===== config.mk =====
export PLATFORM = sky130hd
export DESIGN_NAME = pulse_span_timer
export DESIGN_NICKNAME = d
export VERILOG_FILES = /design/src/rtl/pst_pkg.sv /design/src/rtl/pst_prescaler.sv /design/src/rtl/pst_timebase.sv /design/src/rtl/pst_edge_detect.sv /design/src/rtl/pst_capture.sv /design/src/rtl/pulse_span_timer.sv
export SDC_FILE = /design/constraint.sdc
export NUM_CORES = 1
export LEC_CHECK = 0
export ABC_AREA = 0
export BUFFER_PORTS_ARGS = -buffer_cell sky130_fd_sc_hd__buf_2
export CELL_PAD_IN_SITES_DETAIL_PLACEMENT = 1
export CELL_PAD_IN_SITES_GLOBAL_PLACEMENT = 2
export CORE_MARGIN = 2
export CORE_UTILIZATION = 30
export DETAILED_ROUTE_END_ITERATION = 10
export GPL_ROUTABILITY_DRIVEN = 0
export GPL_TIMING_DRIVEN = 0
export PLACE_DENSITY = 0.66
export SKIP_LAST_GASP = 1
export SLEW_MARGIN = 20
export SYNTH_ARGS = -nofsm -noshare
export SYNTH_HDL_FRONTEND = slang
export SYNTH_SLANG_ARGS = --single-unit

===== constraint.sdc =====
create_clock -name clk -period 5.75 [get_ports clk]
set_clock_uncertainty 0.15 [all_clocks]
set_input_delay 0.575 -clock clk [delete_from_list [all_inputs] [get_ports clk]]
set_output_delay 0.575 -clock clk [all_outputs]
set_load 0.1 [all_outputs]

===== src/rtl/pst_pkg.sv =====
package pst_pkg;

    typedef enum logic [1:0] {
        EDGE_OFF  = 2'b00,
        EDGE_RISE = 2'b01,
        EDGE_FALL = 2'b10,
        EDGE_ANY  = 2'b11
    } edge_mode_e;

    function automatic logic edge_hit(edge_mode_e mode, logic rise, logic fall);
        logic hit;
        case (mode)
            EDGE_RISE: hit = rise;
            EDGE_FALL: hit = fall;
            EDGE_ANY:  hit = rise | fall;
            default:   hit = 1'b0;
        endcase
        return hit;
    endfunction

endpackage


===== src/rtl/pst_prescaler.sv =====
module pst_prescaler #(
    parameter int SEL_W = 3
) (
    input  logic             clk,
    input  logic             rst_n,
    input  logic             en,
    input  logic [SEL_W-1:0] div_sel,
    output logic             tick
);

    localparam int PRE_W = (1 << SEL_W) - 1;

    typedef struct packed {
        logic [PRE_W-1:0] pre;
    } presc_st_t;

    presc_st_t        st_d, st_q;
    logic [PRE_W-1:0] mask;

    always_comb begin
        st_d   = st_q;
        mask   = ~({PRE_W{1'b1}} << div_sel);
        tick   = en && ((st_q.pre & mask) == mask);
        st_d.pre = en ? st_q.pre + 1'b1 : '0;
    end

    always_ff @(posedge clk or negedge rst_n) begin
        if (!rst_n) st_q <= '0;
        else        st_q <= st_d;
    end

endmodule


===== src/rtl/pst_timebase.sv =====
module pst_timebase #(
    parameter int CNT_W = 16
) (
    input  logic             clk,
    input  logic             rst_n,
    input  logic             en,
    input  logic             tick,
    input  logic             ovf_clr,
    output logic [CNT_W-1:0] cnt_o,
    output logic [CNT_W-1:0] cnt_next_o,
    output logic             wrap_o,
    output logic             ovf_flag_o,
    output logic             ovf_irq_o
);

    typedef struct packed {
        logic [CNT_W-1:0] cnt;
        logic             flag;
        logic             irq;
    } tb_st_t;

    tb_st_t st_d, st_q;
    logic   wrap;

    always_comb begin
        st_d = st_q;
        wrap = en && tick && (st_q.cnt == {CNT_W{1'b1}});
        if (!en)       st_d.cnt = '0;
        else if (tick) st_d.cnt = st_q.cnt + 1'b1;
        if (wrap)         st_d.flag = 1'b1;
        else if (ovf_clr) st_d.flag = 1'b0;
        st_d.irq = wrap;
    end

    always_ff @(posedge clk or negedge rst_n) begin
        if (!rst_n) st_q <= '0;
        else        st_q <= st_d;
    end

    assign cnt_o      = st_q.cnt;
    assign cnt_next_o = st_d.cnt;
    assign wrap_o     = wrap;
    assign ovf_flag_o = st_q.flag;
    assign ovf_irq_o  = st_q.irq;

    AST_FLAG_HOLDS: assert property (@(posedge clk) disable iff (!rst_n)
        (st_q.flag && !ovf_clr) |=> st_q.flag);
    AST_IRQ_AT_ZERO: assert property (@(posedge clk) disable iff (!rst_n)
        st_q.irq |-> (st_q.cnt == '0 && st_q.flag));

endmodule


===== src/rtl/pst_edge_detect.sv =====
module pst_edge_detect #(
    parameter int SYNC_N = 2
) (
    input  logic       clk,
    input  logic       rst_n,
    input  logic       en,
    input  logic       pulse_in,
    input  logic [1:0] edge_sel,
    output logic       cap_ev_o
);
    import pst_pkg::*;

    typedef struct packed {
        logic [SYNC_N-1:0] sync;
        logic              prev;
    } ed_st_t;

    ed_st_t st_d, st_q;
    logic   rise, fall, lvl;

    always_comb begin
        st_d      = st_q;
        st_d.sync = {st_q.sync[SYNC_N-2:0], pulse_in};
        lvl       = st_q.sync[SYNC_N-1];
        st_d.prev = lvl;
        rise      = lvl & ~st_q.prev;
        fall      = ~lvl & st_q.prev;
        cap_ev_o  = en && edge_hit(edge_mode_e'(edge_sel), rise, fall);
    end

    always_ff @(posedge clk or negedge rst_n) begin
        if (!rst_n) st_q <= '0;
        else        st_q <= st_d;
    end

endmodule


===== src/rtl/pst_capture.sv =====
module pst_capture #(
    parameter int CNT_W  = 16,
    parameter int WRAP_W = 8
) (
    input  logic                    clk,
    input  logic                    rst_n,
    input  logic                    en,
    input  logic                    cap_ev,
    input  logic                    wrap,
    input  logic [CNT_W-1:0]        cnt_next,
    output logic [CNT_W-1:0]        capture_o,
    output logic [CNT_W+WRAP_W-1:0] width_o,
    output logic                    width_valid_o,
    output logic                    cap_irq_o,
    output logic                    range_err_o
);

    localparam int WID_W = CNT_W + WRAP_W;

    typedef struct packed {
        logic [CNT_W-1:0]  prev;
        logic [WRAP_W-1:0] wc;
        logic              sat;
        logic [CNT_W-1:0]  cap;
        logic [WID_W-1:0]  width;
        logic              valid;
        logic              irq;
        logic              rerr;
    } cap_st_t;

    cap_st_t           st_d, st_q;
    logic [WRAP_W-1:0] wc_eff;
    logic              wc_full, sat_eff;
    logic [WID_W-1:0]  span;

    always_comb begin
        st_d    = st_q;
        wc_full = (st_q.wc == {WRAP_W{1'b1}});
        wc_eff  = (wrap && !wc_full) ? st_q.wc + 1'b1 : st_q.wc;
        sat_eff = st_q.sat | (wrap & wc_full);
        span    = {wc_eff, {CNT_W{1'b0}}} + WID_W'(cnt_next) - WID_W'(st_q.prev);
        st_d.valid = 1'b0;
        st_d.irq   = 1'b0;
        if (!en) begin
            st_d.prev = '0;
            st_d.wc   = '0;
            st_d.sat  = 1'b0;
        end else if (cap_ev) begin
            st_d.cap   = cnt_next;
            st_d.prev  = cnt_next;
            st_d.width = span;
            st_d.rerr  = sat_eff;
            st_d.wc    = '0;
            st_d.sat   = 1'b0;
            st_d.valid = 1'b1;
            st_d.irq   = 1'b1;
        end else begin
            st_d.wc  = wc_eff;
            st_d.sat = sat_eff;
        end
    end

    always_ff @(posedge clk or negedge rst_n) begin
        if (!rst_n) st_q <= '0;
        else        st_q <= st_d;
    end

    assign capture_o     = st_q.cap;
    assign width_o       = st_q.width;
    assign width_valid_o = st_q.valid;
    assign cap_irq_o     = st_q.irq;
    assign range_err_o   = st_q.rerr;

    AST_COINCIDE_ZERO: assert property (@(posedge clk) disable iff (!rst_n)
        (en && cap_ev && wrap) |=> (st_q.cap == '0 && st_q.wc == '0));

endmodule


===== src/rtl/pulse_span_timer.sv =====
module pulse_span_timer #(
    parameter int CNT_W  = 16,
    parameter int WRAP_W = 8,
    parameter int SEL_W  = 3,
    parameter int SYNC_N = 2
) (
    input  logic                    clk,
    input  logic                    rst_n,
    input  logic                    cnt_en,
    input  logic [SEL_W-1:0]        div_sel,
    input  logic [1:0]              edge_sel,
    input  logic                    pulse_in,
    input  logic                    ovf_clr,
    output logic [CNT_W-1:0]        count_o,
    output logic [CNT_W-1:0]        capture_o,
    output logic                    ovf_flag_o,
    output logic                    ovf_irq_o,
    output logic                    cap_irq_o,
    output logic [CNT_W+WRAP_W-1:0] width_o,
    output logic                    width_valid_o,
    output logic                    range_err_o
);

    logic             tick, wrap, cap_ev;
    logic [CNT_W-1:0] cnt_next;

    pst_prescaler #(.SEL_W(SEL_W)) u_presc (
        .clk(clk), .rst_n(rst_n), .en(cnt_en), .div_sel(div_sel), .tick(tick)
    );

    pst_timebase #(.CNT_W(CNT_W)) u_tbase (
        .clk(clk), .rst_n(rst_n), .en(cnt_en), .tick(tick), .ovf_clr(ovf_clr),
        .cnt_o(count_o), .cnt_next_o(cnt_next), .wrap_o(wrap),
        .ovf_flag_o(ovf_flag_o), .ovf_irq_o(ovf_irq_o)
    );

    pst_edge_detect #(.SYNC_N(SYNC_N)) u_edge (
        .clk(clk), .rst_n(rst_n), .en(cnt_en), .pulse_in(pulse_in),
        .edge_sel(edge_sel), .cap_ev_o(cap_ev)
    );

    pst_capture #(.CNT_W(CNT_W), .WRAP_W(WRAP_W)) u_cap (
        .clk(clk), .rst_n(rst_n), .en(cnt_en), .cap_ev(cap_ev), .wrap(wrap),
        .cnt_next(cnt_next), .capture_o(capture_o), .width_o(width_o),
        .width_valid_o(width_valid_o), .cap_irq_o(cap_irq_o),
        .range_err_o(range_err_o)
    );

    AST_HELD_WHEN_OFF: assert property (@(posedge clk) disable iff (!rst_n)
        !cnt_en |=> (count_o == '0));
    AST_DIV1_STEP: assert property (@(posedge clk) disable iff (!rst_n)
        ($past(cnt_en) && $past(div_sel) == '0 && cnt_en)
            |-> count_o == $past(count_o) + 1'b1);
    AST_NO_CAP_WHEN_OFF: assert property (@(posedge clk) disable iff (!rst_n)
        !cnt_en |=> !cap_irq_o);
    AST_CAP_TRACKS_COUNT: assert property (@(posedge clk) disable iff (!rst_n)
        cap_irq_o |-> (capture_o == count_o && width_valid_o));

endmodule


Word level (Yosys, flattened, before mapping)
Cells that the tools add are included.
{"block": "op_classes", "n_addsub": 5, "eq_ne": 7, "n_shift": 1, "muxes": 12, "n_bitwise": 9, "n_reduce_logical": 8}
{"operator": "2-to-1 mux 16 bit", "count": 3}
{"operator": "2-to-1 mux 25 bit", "count": 1}
{"operator": "adder 24 x 16 -> 24 bit", "count": 1}
{"operator": "subtractor 24 x 16 -> 24 bit", "count": 1}
{"operator": "adder 16 x 1 -> 16 bit (second input constant)", "count": 1}
{"operator": "== test 16 bit (second input constant)", "count": 1}
{"operator": "2-to-1 mux 9 bit", "count": 1}
{"operator": "adder 8 x 1 -> 8 bit (second input constant)", "count": 1}
{"operator": "== test 8 bit (second input constant)", "count": 1}
{"operator": "2-to-1 mux 8 bit", "count": 1}
{"operator": "adder 7 x 1 -> 7 bit (second input constant)", "count": 1}
{"operator": "bitwise AND 7 bit", "count": 1}
{"operator": "== test 7 bit", "count": 1}
{"operator": "2-to-1 mux 7 bit", "count": 1}
{"operator": "inverter 7 bit", "count": 1}
{"operator": "<< shifter 7 x 3 -> 7 bit (first input constant)", "count": 1}
{"operator": "2-to-1 mux 3 bit", "count": 2}
{"operator": "logical AND 1 bit", "count": 5}
{"operator": "== test 2 bit (second input constant)", "count": 2}
{"operator": "bitwise AND 1 bit", "count": 3}
{"operator": "one-hot mux 1 bit (3 select lines)", "count": 1}
{"operator": "== test 2 x 1 -> 1 bit (second input constant)", "count": 1}
{"operator": "2-to-1 mux 1 bit", "count": 2}
{"operator": "!= test 2 x 1 -> 1 bit (second input constant)", "count": 1}
{"operator": "other kinds (5)", "count": 7}
{"block": "totals", "ff_bits": 96, "input_bits": 10}

Logic depth before layout (Yosys ltp)
Gate-level depths: netlist of run 1.
{"block": "logic_depth", "word_depth": 11, "depth_mapped": 17}

By module
Synthesis of run 1 repeated with hierarchy kept, for this count alone.
{"block": "hier_totals", "hier_cells": 596, "hier_area_um2": 5532.8}
{"mod": "pst_capture", "instances": 1, "cells_each": 456, "area_per_inst_um2": 4112.7, "seq_area_each_um2": 1676.6}
{"mod": "pst_timebase", "instances": 1, "cells_each": 92, "area_per_inst_um2": 924.6, "seq_area_each_um2": 450.4}
{"mod": "pst_prescaler", "instances": 1, "cells_each": 36, "area_per_inst_um2": 357.8, "seq_area_each_um2": 175.2}
{"mod": "pst_edge_detect", "instances": 1, "cells_each": 12, "area_per_inst_um2": 137.6, "seq_area_each_um2": 75.1}

Least setup slack after synthesis of run 1
OpenSTA, ideal clock, no wires.
{"block": "synth_path", "path_kind": "reg-to-reg", "startpoint": "reg u_tbase.st_q (netlist bit u_tbase.cnt_o[0])", "endpoint": "reg u_cap.st_q (netlist bit u_cap.width_o[23])", "t_arrival_ns": 4.090, "setup_slack_ns": 1.441, "path_stages_with_launch": 14, "n_path_buf": 0, "path_cell_list": "dfrtp_1 -> ha_1 -> and3_2 -> nand3_1 -> or4_1 -> a21oi_1 -> ha_1 -> and3_1 -> a211oi_1 -> and2b_2 -> nor2_1 -> nand4_2 -> or4_1 -> nand3_1"}
{"block": "synth_between", "word_cells_on_any_way": 9}
{"element": "from (decl)", "line_no": "pst_timebase.sv:22", "source": "tb_st_t st_d, st_q;"}
{"element": "from (signal assigned)", "line_no": "pst_timebase.sv:37", "source": "else st_q <= st_d;"}
{"element": "adder 16 x 1 -> 16 bit", "line_no": "pst_timebase.sv:29", "source": "else if (tick) st_d.cnt = st_q.cnt + 1'b1;"}
{"element": "2-to-1 mux 16 bit", "line_no": "pst_timebase.sv:29"}
{"element": "2-to-1 mux 16 bit", "line_no": "pst_timebase.sv:28", "source": "if (!en) st_d.cnt = '0;"}
{"element": "net cnt_next[12]", "line_no": "pulse_span_timer.sv:25", "source": "logic [CNT_W-1:0] cnt_next;"}
{"element": "adder 24 x 16 -> 24 bit", "line_no": "pst_capture.sv:41", "source": "span = {wc_eff, {CNT_W{1'b0}}} + WID_W'(cnt_next) - WID_W'(st_q.prev);"}
{"element": "subtractor 24 x 16 -> 24 bit", "line_no": "pst_capture.sv:41"}
{"element": "to (signal assigned)", "line_no": "pst_capture.sv:65", "source": "else st_q <= st_d;"}
{"element": "to (decl)", "line_no": "pst_capture.sv:31", "source": "cap_st_t st_d, st_q;"}
The timed path passes the listed nets, and every way through them passes these cells.
A chain may end at the register's enable or synchronous reset.

Final worst setup path of run 1
{"block": "layout_path", "startpoint": "reg u_presc.st_q[0] in the netlist's numbering", "endpoint": "reg u_cap.st_q (netlist bit u_cap.width_o[23])"}
{"block": "layout_between", "word_cells_on_any_way": 11}
{"element": "from (decl)", "line_no": "pst_prescaler.sv:17", "source": "presc_st_t st_d, st_q;"}
{"element": "from (signal assigned)", "line_no": "pst_prescaler.sv:29", "source": "else st_q <= st_d;"}
{"element": "bitwise AND 7 bit", "line_no": "pst_prescaler.sv:23", "source": "tick = en && ((st_q.pre & mask) == mask);"}
{"element": "== test 7 bit", "line_no": "pst_prescaler.sv:23"}
{"element": "logical AND 1 bit", "line_no": "pst_prescaler.sv:23"}
{"element": "2-to-1 mux 16 bit", "line_no": "pst_timebase.sv:29"}
{"element": "2-to-1 mux 16 bit", "line_no": "pst_timebase.sv:28"}
{"element": "net cnt_next[1]", "line_no": "pulse_span_timer.sv:25"}
{"element": "adder 24 x 16 -> 24 bit", "line_no": "pst_capture.sv:41"}
{"element": "subtractor 24 x 16 -> 24 bit", "line_no": "pst_capture.sv:41"}
The timed path passes the listed nets, and every way through them passes these cells.

==> results of run 1 <==
## logic make-up after synthesis
logic type | Yosys count | share of synthesized area
AO/OA/AOI/OAI | 116 | 0.136
XOR/XNOR | 38 | 0.0665
adder cells (fa/ha/maj) | 22 | 0.0535
buffers and inverters | 95 | 0.0989
flip-flops | 95 | 0.449
multiplexers | 4 | 0.00781
AND/OR/NAND/NOR | 206 | 0.188
## critical path, cell delays in order (launching register included)
cell	delay [ns]
dfrtp_1	0.43
and4_1	0.24
o21ai_2	0.07
a221oi_4	0.40
and2_2	0.22
clkbuf_1	0.23
nor2_1	0.08
a21oi_1	0.35
inv_1	0.14
ha_1	0.32
nand2b_1	0.09
a21oi_1	0.11
o21ai_0	0.50
o21ai_0	0.42
nand2_1	0.21
nand4_2	0.25
or4_1	0.55
nand3_1	0.10
## what timing repair did
item | CTS | global route
hold buffers | 1 | 0
endpoints found under the hold margin | 2 | 0
setup endpoints to repair | 0 | 0
## registers in the layout, summed over array words and instances (netlist names), 7 cells and up
register,cells
u_cap.capture_o,16
u_cap.st_q,25
u_tbase.cnt_o,16
u_presc.st_q,7
u_cap.width_o,24
## power groups by stage
stage / sequential (mW) / clock (mW) / combinational [mW]
2_1_floorplan: 0.767 / 0 / 0.600
3_3_place_gp: 0.771 / 0 / 0.713
3_5_place_dp: 0.773 / 0 / 0.722
4_1_cts: 0.760 / 0.596 / 0.724
5_1_grt: 0.768 / 0.622 / 0.758
6_report: 0.759 / 0.574 / 0.713
## per-stage QoR
step / utilization / setup slack (ns) / area (sq um) / std cells / power [mW]
2_1_floorplan: - / 1.44 / 5290 / 576 / 1.37
3_3_place_gp: 0.343 / 0.525 / 5920 / 871 / 1.48
3_5_place_dp: 0.345 / 0.424 / 5950 / 872 / 1.50
4_1_cts: 0.361 / 0.732 / 6230 / 887 / 2.08
5_1_grt: 0.361 / 0.408 / 6230 / 887 / 2.15
6_report: 0.361 / 0.814 / 6230 / 887 / 2.05
## layout by cell type, fill, tap and decap left out, types with 3 or more instances in the layout
cell type  instances
xnor2_1           20
nand2b_1           5
buf_2             72
o21ai_0           54
a211oi_1           9
o21bai_1           4
nor2_1            51
a21o_1             5
inv_1             34
clkbuf_1          14
clkbuf_16          9
nand3_1           18
and2_1             4
o211ai_1           4
o31ai_1            3
and2_2             3
o22ai_1            3
mux2i_1            3
a21oi_1           20
nand2_1           77
dfrtp_1           95
and3_2             3
and3_1             5
buf_4             41
buf_1              3
nand4_1            7
xor2_1            17
ha_1              21
and4_1             3
nor3_1            10
or4_1              3
## layout make-up
| cell class | instances | area share |
|---|---|---|
| Clock inverter | 1 | 0.000803 |
| Clock buffer | 13 | 0.0418 |
| Inverter | 34 | 0.0205 |
| Sequential cell | 95 | 0.382 |
| Buffer | 61 | 0.0635 |
| Multi-Input combinational cell | 386 | 0.383 |
| Tap cell | 225 | 0.0452 |
| Timing Repair Buffer | 72 | 0.0633 |
## final timing paths
path	to	slack (ns)	cells after the start
setup / recovery	u_cap.width_o[23]$_DFFE_PN0P_	0.81	17
hold / removal	u_edge.st_d[2]$_DFF_PN0_	0.18	1
setup reg to reg	u_cap.width_o[23]$_DFFE_PN0P_	0.81	17
hold reg to reg	u_edge.lvl$_DFF_PN0_	0.21	0
max in group asynchronous	u_cap.width_o[21]$_DFFE_PN0P_	4.28	3
min in group asynchronous	u_cap.width_o[3]$_DFFE_PN0P_	0.55	2
## metal layers
| metal | track usage | part of all wire | vias up |
|---|---|---|---|
| li1 | - | - | 2080 |
| met1 | 0.245 | 0.51 | 2054 |
| met2 | 0.279 | 0.46 | 56 |
| met3 | 0.0215 | 0.022 | 14 |
| met4 | 0.0533 | 0.014 | 0 |
| met5 | 0 | 0 | - |
## Yosys cell counts (4+ instances only)
master,count,area share
dfrtp_1,95,0.45
nand2_1,77,0.055
o21ai_0,54,0.051
nor2_1,51,0.036
buf_4,41,0.058
inv_1,34,0.024
ha_1,21,0.050
a21oi_1,20,0.019
xnor2_1,20,0.033
nand3_1,18,0.017
xor2_1,17,0.028
clkbuf_1,12,0.0085
nor3_1,10,0.0095
a211oi_1,9,0.013
nand4_1,7,0.0083
a21o_1,5,0.0071
and3_1,5,0.0059
nand2b_1,5,0.0059
and2_1,4,0.0047
o211ai_1,4,0.0057
o21bai_1,4,0.0057
==> results.cfg, run 1 <==
[power]
p_clk_frac = 0.280
p_int_mw = 1.21
power_frac_seq = 0.371
power_frac_comb = 0.349
p_sw_mw = 0.836
leakage_nw = 3.06
p_per_area_nw_per_um2 = 328
peakVddDrop_mv = 0.153
switching_share = 0.409

[synthesis]
synth_seq_area_share = 0.449
ys.warnings.count = 0
syn_inst = 576
syn_area_sq_um = 5290
ys_dominant_reg_cell = dfrtp_1
synth_nets = 608
ys_seq_elements = 95
synthArstFlopShare = 1.00
synth_edf_count = 0
synth_cell_types = 59
synth.avg_cell_area_sq_um = 9.18

[timing]
whs_ns = 0.176
setup_tns_ns = 0
hold_viol = 0
fmax_mhz = 203
final-setup-viol-count = 0
report.final.slew_viol_count = 0
grt_setup_unrepaired = no
fin_crit_sh = 0.858
tightest_slew_ns = 0.757
slew_headroom = 0.495
fin_crit_ns = 4.94

[clocking]
clockBufferDepth = 2
htree_levels = 3
cts_root_buf = clkbuf_16
cts_buffers = 9
insertion_delay_ns = 0.35
postCtsSetupRepairBufs = 0
clock_sinks = 95
cts_resized = 0
clkTransAtPathRegs_ns = 0.07
tritoncts = built

[routing]
via_per_inst = 4.74
wl_per_cell_microns = 17.2
firstDrtPassIters = 4
vias = 4204
routed_wl_microns = 15200
drtIter0Drc = 153
drc = 0
ant_nets = 0

[run]
maxCapViolations = 0

[worst_setup_path]
critPathKind = reg2reg
cp-start-kind = register
worstPathRequired_ns = 5.89
r2r_start = u_presc.st_q[0]$_DFF_PN0_
worstPathMaxFanout = 8
arrival_ns = 5.07
crit_start = u_presc.st_q[0]$_DFF_PN0_
end_kind = register

[global_route]
grt_pass1_wl_microns = 24500
gr-total-overflow = 0
grt_antenna_before_repair = 0
track_usage = 0.174
grt_max_degree = 59
grt_pass1_vias = 4388

[finish]
drive_gt1_frac = 0.230
seq_area_sq_um = 2380
finalNetCount = 691
syn_to_final_growth_pct = 17.8
diodes = 0
fill_cells = 2002
multi_input_area_sq_um = 2390

[die]
die_area_sq_um = 18700
initial_utilization = 0.307
core_sq_um = 17200
die_x_microns = 137
die_y_microns = 137
num_rows = 48
io_pins = 71

[worst_hold_path]
hp-start = pulse_in
min_path_type = in2reg

[place]
place_hpwl_microns = 11300
io_buffers = 70

[status]
status = completed
No activity file was read; power rests on OpenSTA's default activity.
==> run 2, diff against run 1 <==
Settings changed: RECOVER_POWER set to 50.
==> run 2 against run 1 <==
  * The run now ends with max-capacitance violations, max-slew violations left
  * Design area down 0.90%
  * Sequential share of layout area rose by 0.35 points
  * Combinational power is 1% lower
  * Non-clock buffer count did not move
  * Count of clock-buffer cells in the layout unchanged
  * Via count is essentially flat
  * Critical path depth is the same
  * Final cell count unchanged
  * Die area did not move
  * Critical endpoint unchanged
  * Highest routed layer unchanged
==> results.cfg, run 2 (synthesis gave the netlist of run 1 again) <==
[clocking]
clockBufferDepth = 2
tritoncts = built
cts_root_buf = clkbuf_16
clock_sinks = 95
cts_resized = 0
insertion_delay_ns = 0.35
cts_buffers = 9
postCtsSetupRepairBufs = 0
htree_levels = 3
clkTransAtPathRegs_ns = 0.07

[power]
power_frac_seq = 0.373
p_sw_mw = 0.836
p_int_mw = 1.20
power_mw = 2.04
p_clk_frac = 0.281
p_per_area_nw_per_um2 = 330
leakage_nw = 2.97
switching_share = 0.410
power_frac_comb = 0.346
peakVddDrop_mv = 0.150

[timing]
fin_crit_sh = 0.862
grt_setup_unrepaired = no
hold_viol = 0
setup_tns_ns = 0
fmax_mhz = 202
fin_crit_ns = 4.95
final-setup-viol-count = 0
tightest_slew_ns = 2.22
slew_headroom = -0.480
report.final.slew_viol_count = 98

[finish]
syn_to_final_growth_pct = 16.7
seq_area_sq_um = 2380
multi_input_area_sq_um = 2390
top_register = u_cap.st_q
finalNetCount = 691
fill_cells = 2007
drive_gt1_frac = 0.196
largest_reg_flops = 25
layout_common_cells = 95 x dfrtp_1, 77 x nand2_1, 54 x o21ai_0
final_common_cell = dfrtp_1
diodes = 0

[global_route]
grt_max_degree = 59
grt_antenna_before_repair = 0
gr-total-overflow = 0
track_usage = 0.174
grt_pass1_vias = 4388
grt_pass1_wl_microns = 24500

[die]
num_rows = 48
core_sq_um = 17200
die_area_sq_um = 18700
die_y_microns = 137
io_pins = 71
initial_utilization = 0.307
die_x_microns = 137

[worst_setup_path]
worstPathMaxFanout = 8
arrival_ns = 5.09
r2r_end = u_cap.width_o[23]$_DFFE_PN0P_
worstPathRequired_ns = 5.89
reg2regPathDepth = 17
critPathKind = reg2reg
r2r_start = u_presc.st_q[0]$_DFF_PN0_
worst-r2r-setup-slack_ns = 0.80
end_kind = register
cp-start-kind = register

[routing]
vias = 4200
via_per_inst = 4.74
drc = 0
firstDrtPassIters = 4
routed_wl_microns = 15300
drtIter0Drc = 167
ant_nets = 0
wl_per_cell_microns = 17.2

[worst_hold_path]
min_path_type = in2reg
hold-path-endpoint = u_edge.st_d[2]$_DFF_PN0_
hp-start = pulse_in
hold_depth = 1

[place]
place_hpwl_microns = 11300
io_buffers = 70

[run]
maxCapViolations = 2

[status]
failed_checks = max-capacitance violations, max-slew violations
status = finished with violations
-- run 2: changes by cell type in the layout (fill, tap and decap cells not counted) --
cell      delta
clkbuf_1    +22
buf_16       -1
buf_6        -1
clkbuf_2     +1
buf_2       -21
-- run 2: critical path, cell delays in order, from the launching register on --
cell and delay [ns]:
dfrtp_1 0.43, and4_1 0.24, o21ai_2 0.07, a221oi_4 0.41, and2_2 0.22, clkbuf_1 0.24, nor2_1 0.08, a21oi_1 0.36
inv_1 0.14, ha_1 0.32, nand2b_1 0.09, a21oi_1 0.11, o21ai_0 0.50, o21ai_0 0.42, nand2_1 0.21, nand4_2 0.25
or4_1 0.55, nand3_1 0.10
-- run 2: what timing repair did --
action,in CTS,in global routing
endpoints found under the hold margin,2,0
setup endpoints to repair,0,0
hold buffers,1,0
-- run 2: layer usage --
| metal | global-route usage | routed length (microns) | vias to the layer above |
|---|---|---|---|
| met3 | 0.0215 | 337 | 14 |
| li1 | - | - | 2079 |
| met4 | 0.0533 | 210 | 0 |
| met2 | 0.279 | 6980 | 54 |
| met5 | 0 | 0 | - |
| met1 | 0.245 | 7720 | 2053 |
-- run 2: area by class of cell --
class	count	share of cell area
multi-input cells	386	0.387
plain buffers	61	0.0640
repair buffers	72	0.0547
well taps	225	0.0456
inverters	34	0.0207
clock inverters	1	0.000811
flip-flops and latches	95	0.385
clock buffers	13	0.0422
-- run 2: worst max-delay path by stage --
stage	from	to	slack, ns	depth (start not counted)
after floorplan	u_tbase.cnt_o[0]$_DFF_PN0_	u_cap.width_o[23]$_DFFE_PN0P_	1.44	13
after global placement	div_sel[2]	u_cap.width_o[23]$_DFFE_PN0P_	0.53	18
after detailed placement	div_sel[2]	u_cap.width_o[23]$_DFFE_PN0P_	0.42	18
after CTS	u_presc.st_q[0]$_DFF_PN0_	u_cap.width_o[23]$_DFFE_PN0P_	0.73	17
after global routing	u_presc.st_q[0]$_DFF_PN0_	u_cap.width_o[23]$_DFFE_PN0P_	0.40	17
final	u_presc.st_q[0]$_DFF_PN0_	u_cap.width_o[23]$_DFFE_PN0P_	0.80	17
-- run 2: stage by stage --
stage               std cells  worst slack (ns)  hold WS [ns]  area (sq um)  utilization
finish                    887             0.795         0.176          6170        0.358
global route              887             0.398         0.170          6170        0.358
CTS                       887             0.732         0.166          6230        0.361
detailed placement        872             0.424         0.194          5950        0.345
global placement          871             0.525         0.189          5920        0.343
floorplan                 576              1.44         0.129          5290            -
-- run 2: power groups by stage --
stage	Combinational, mW	Clock (mW)	Sequential (mW)
6_report	0.705	0.572	0.759
5_1_grt	0.749	0.622	0.768
4_1_cts	0.724	0.596	0.760
3_5_place_dp	0.722	0	0.773
3_3_place_gp	0.713	0	0.771
2_1_floorplan	0.600	0	0.767
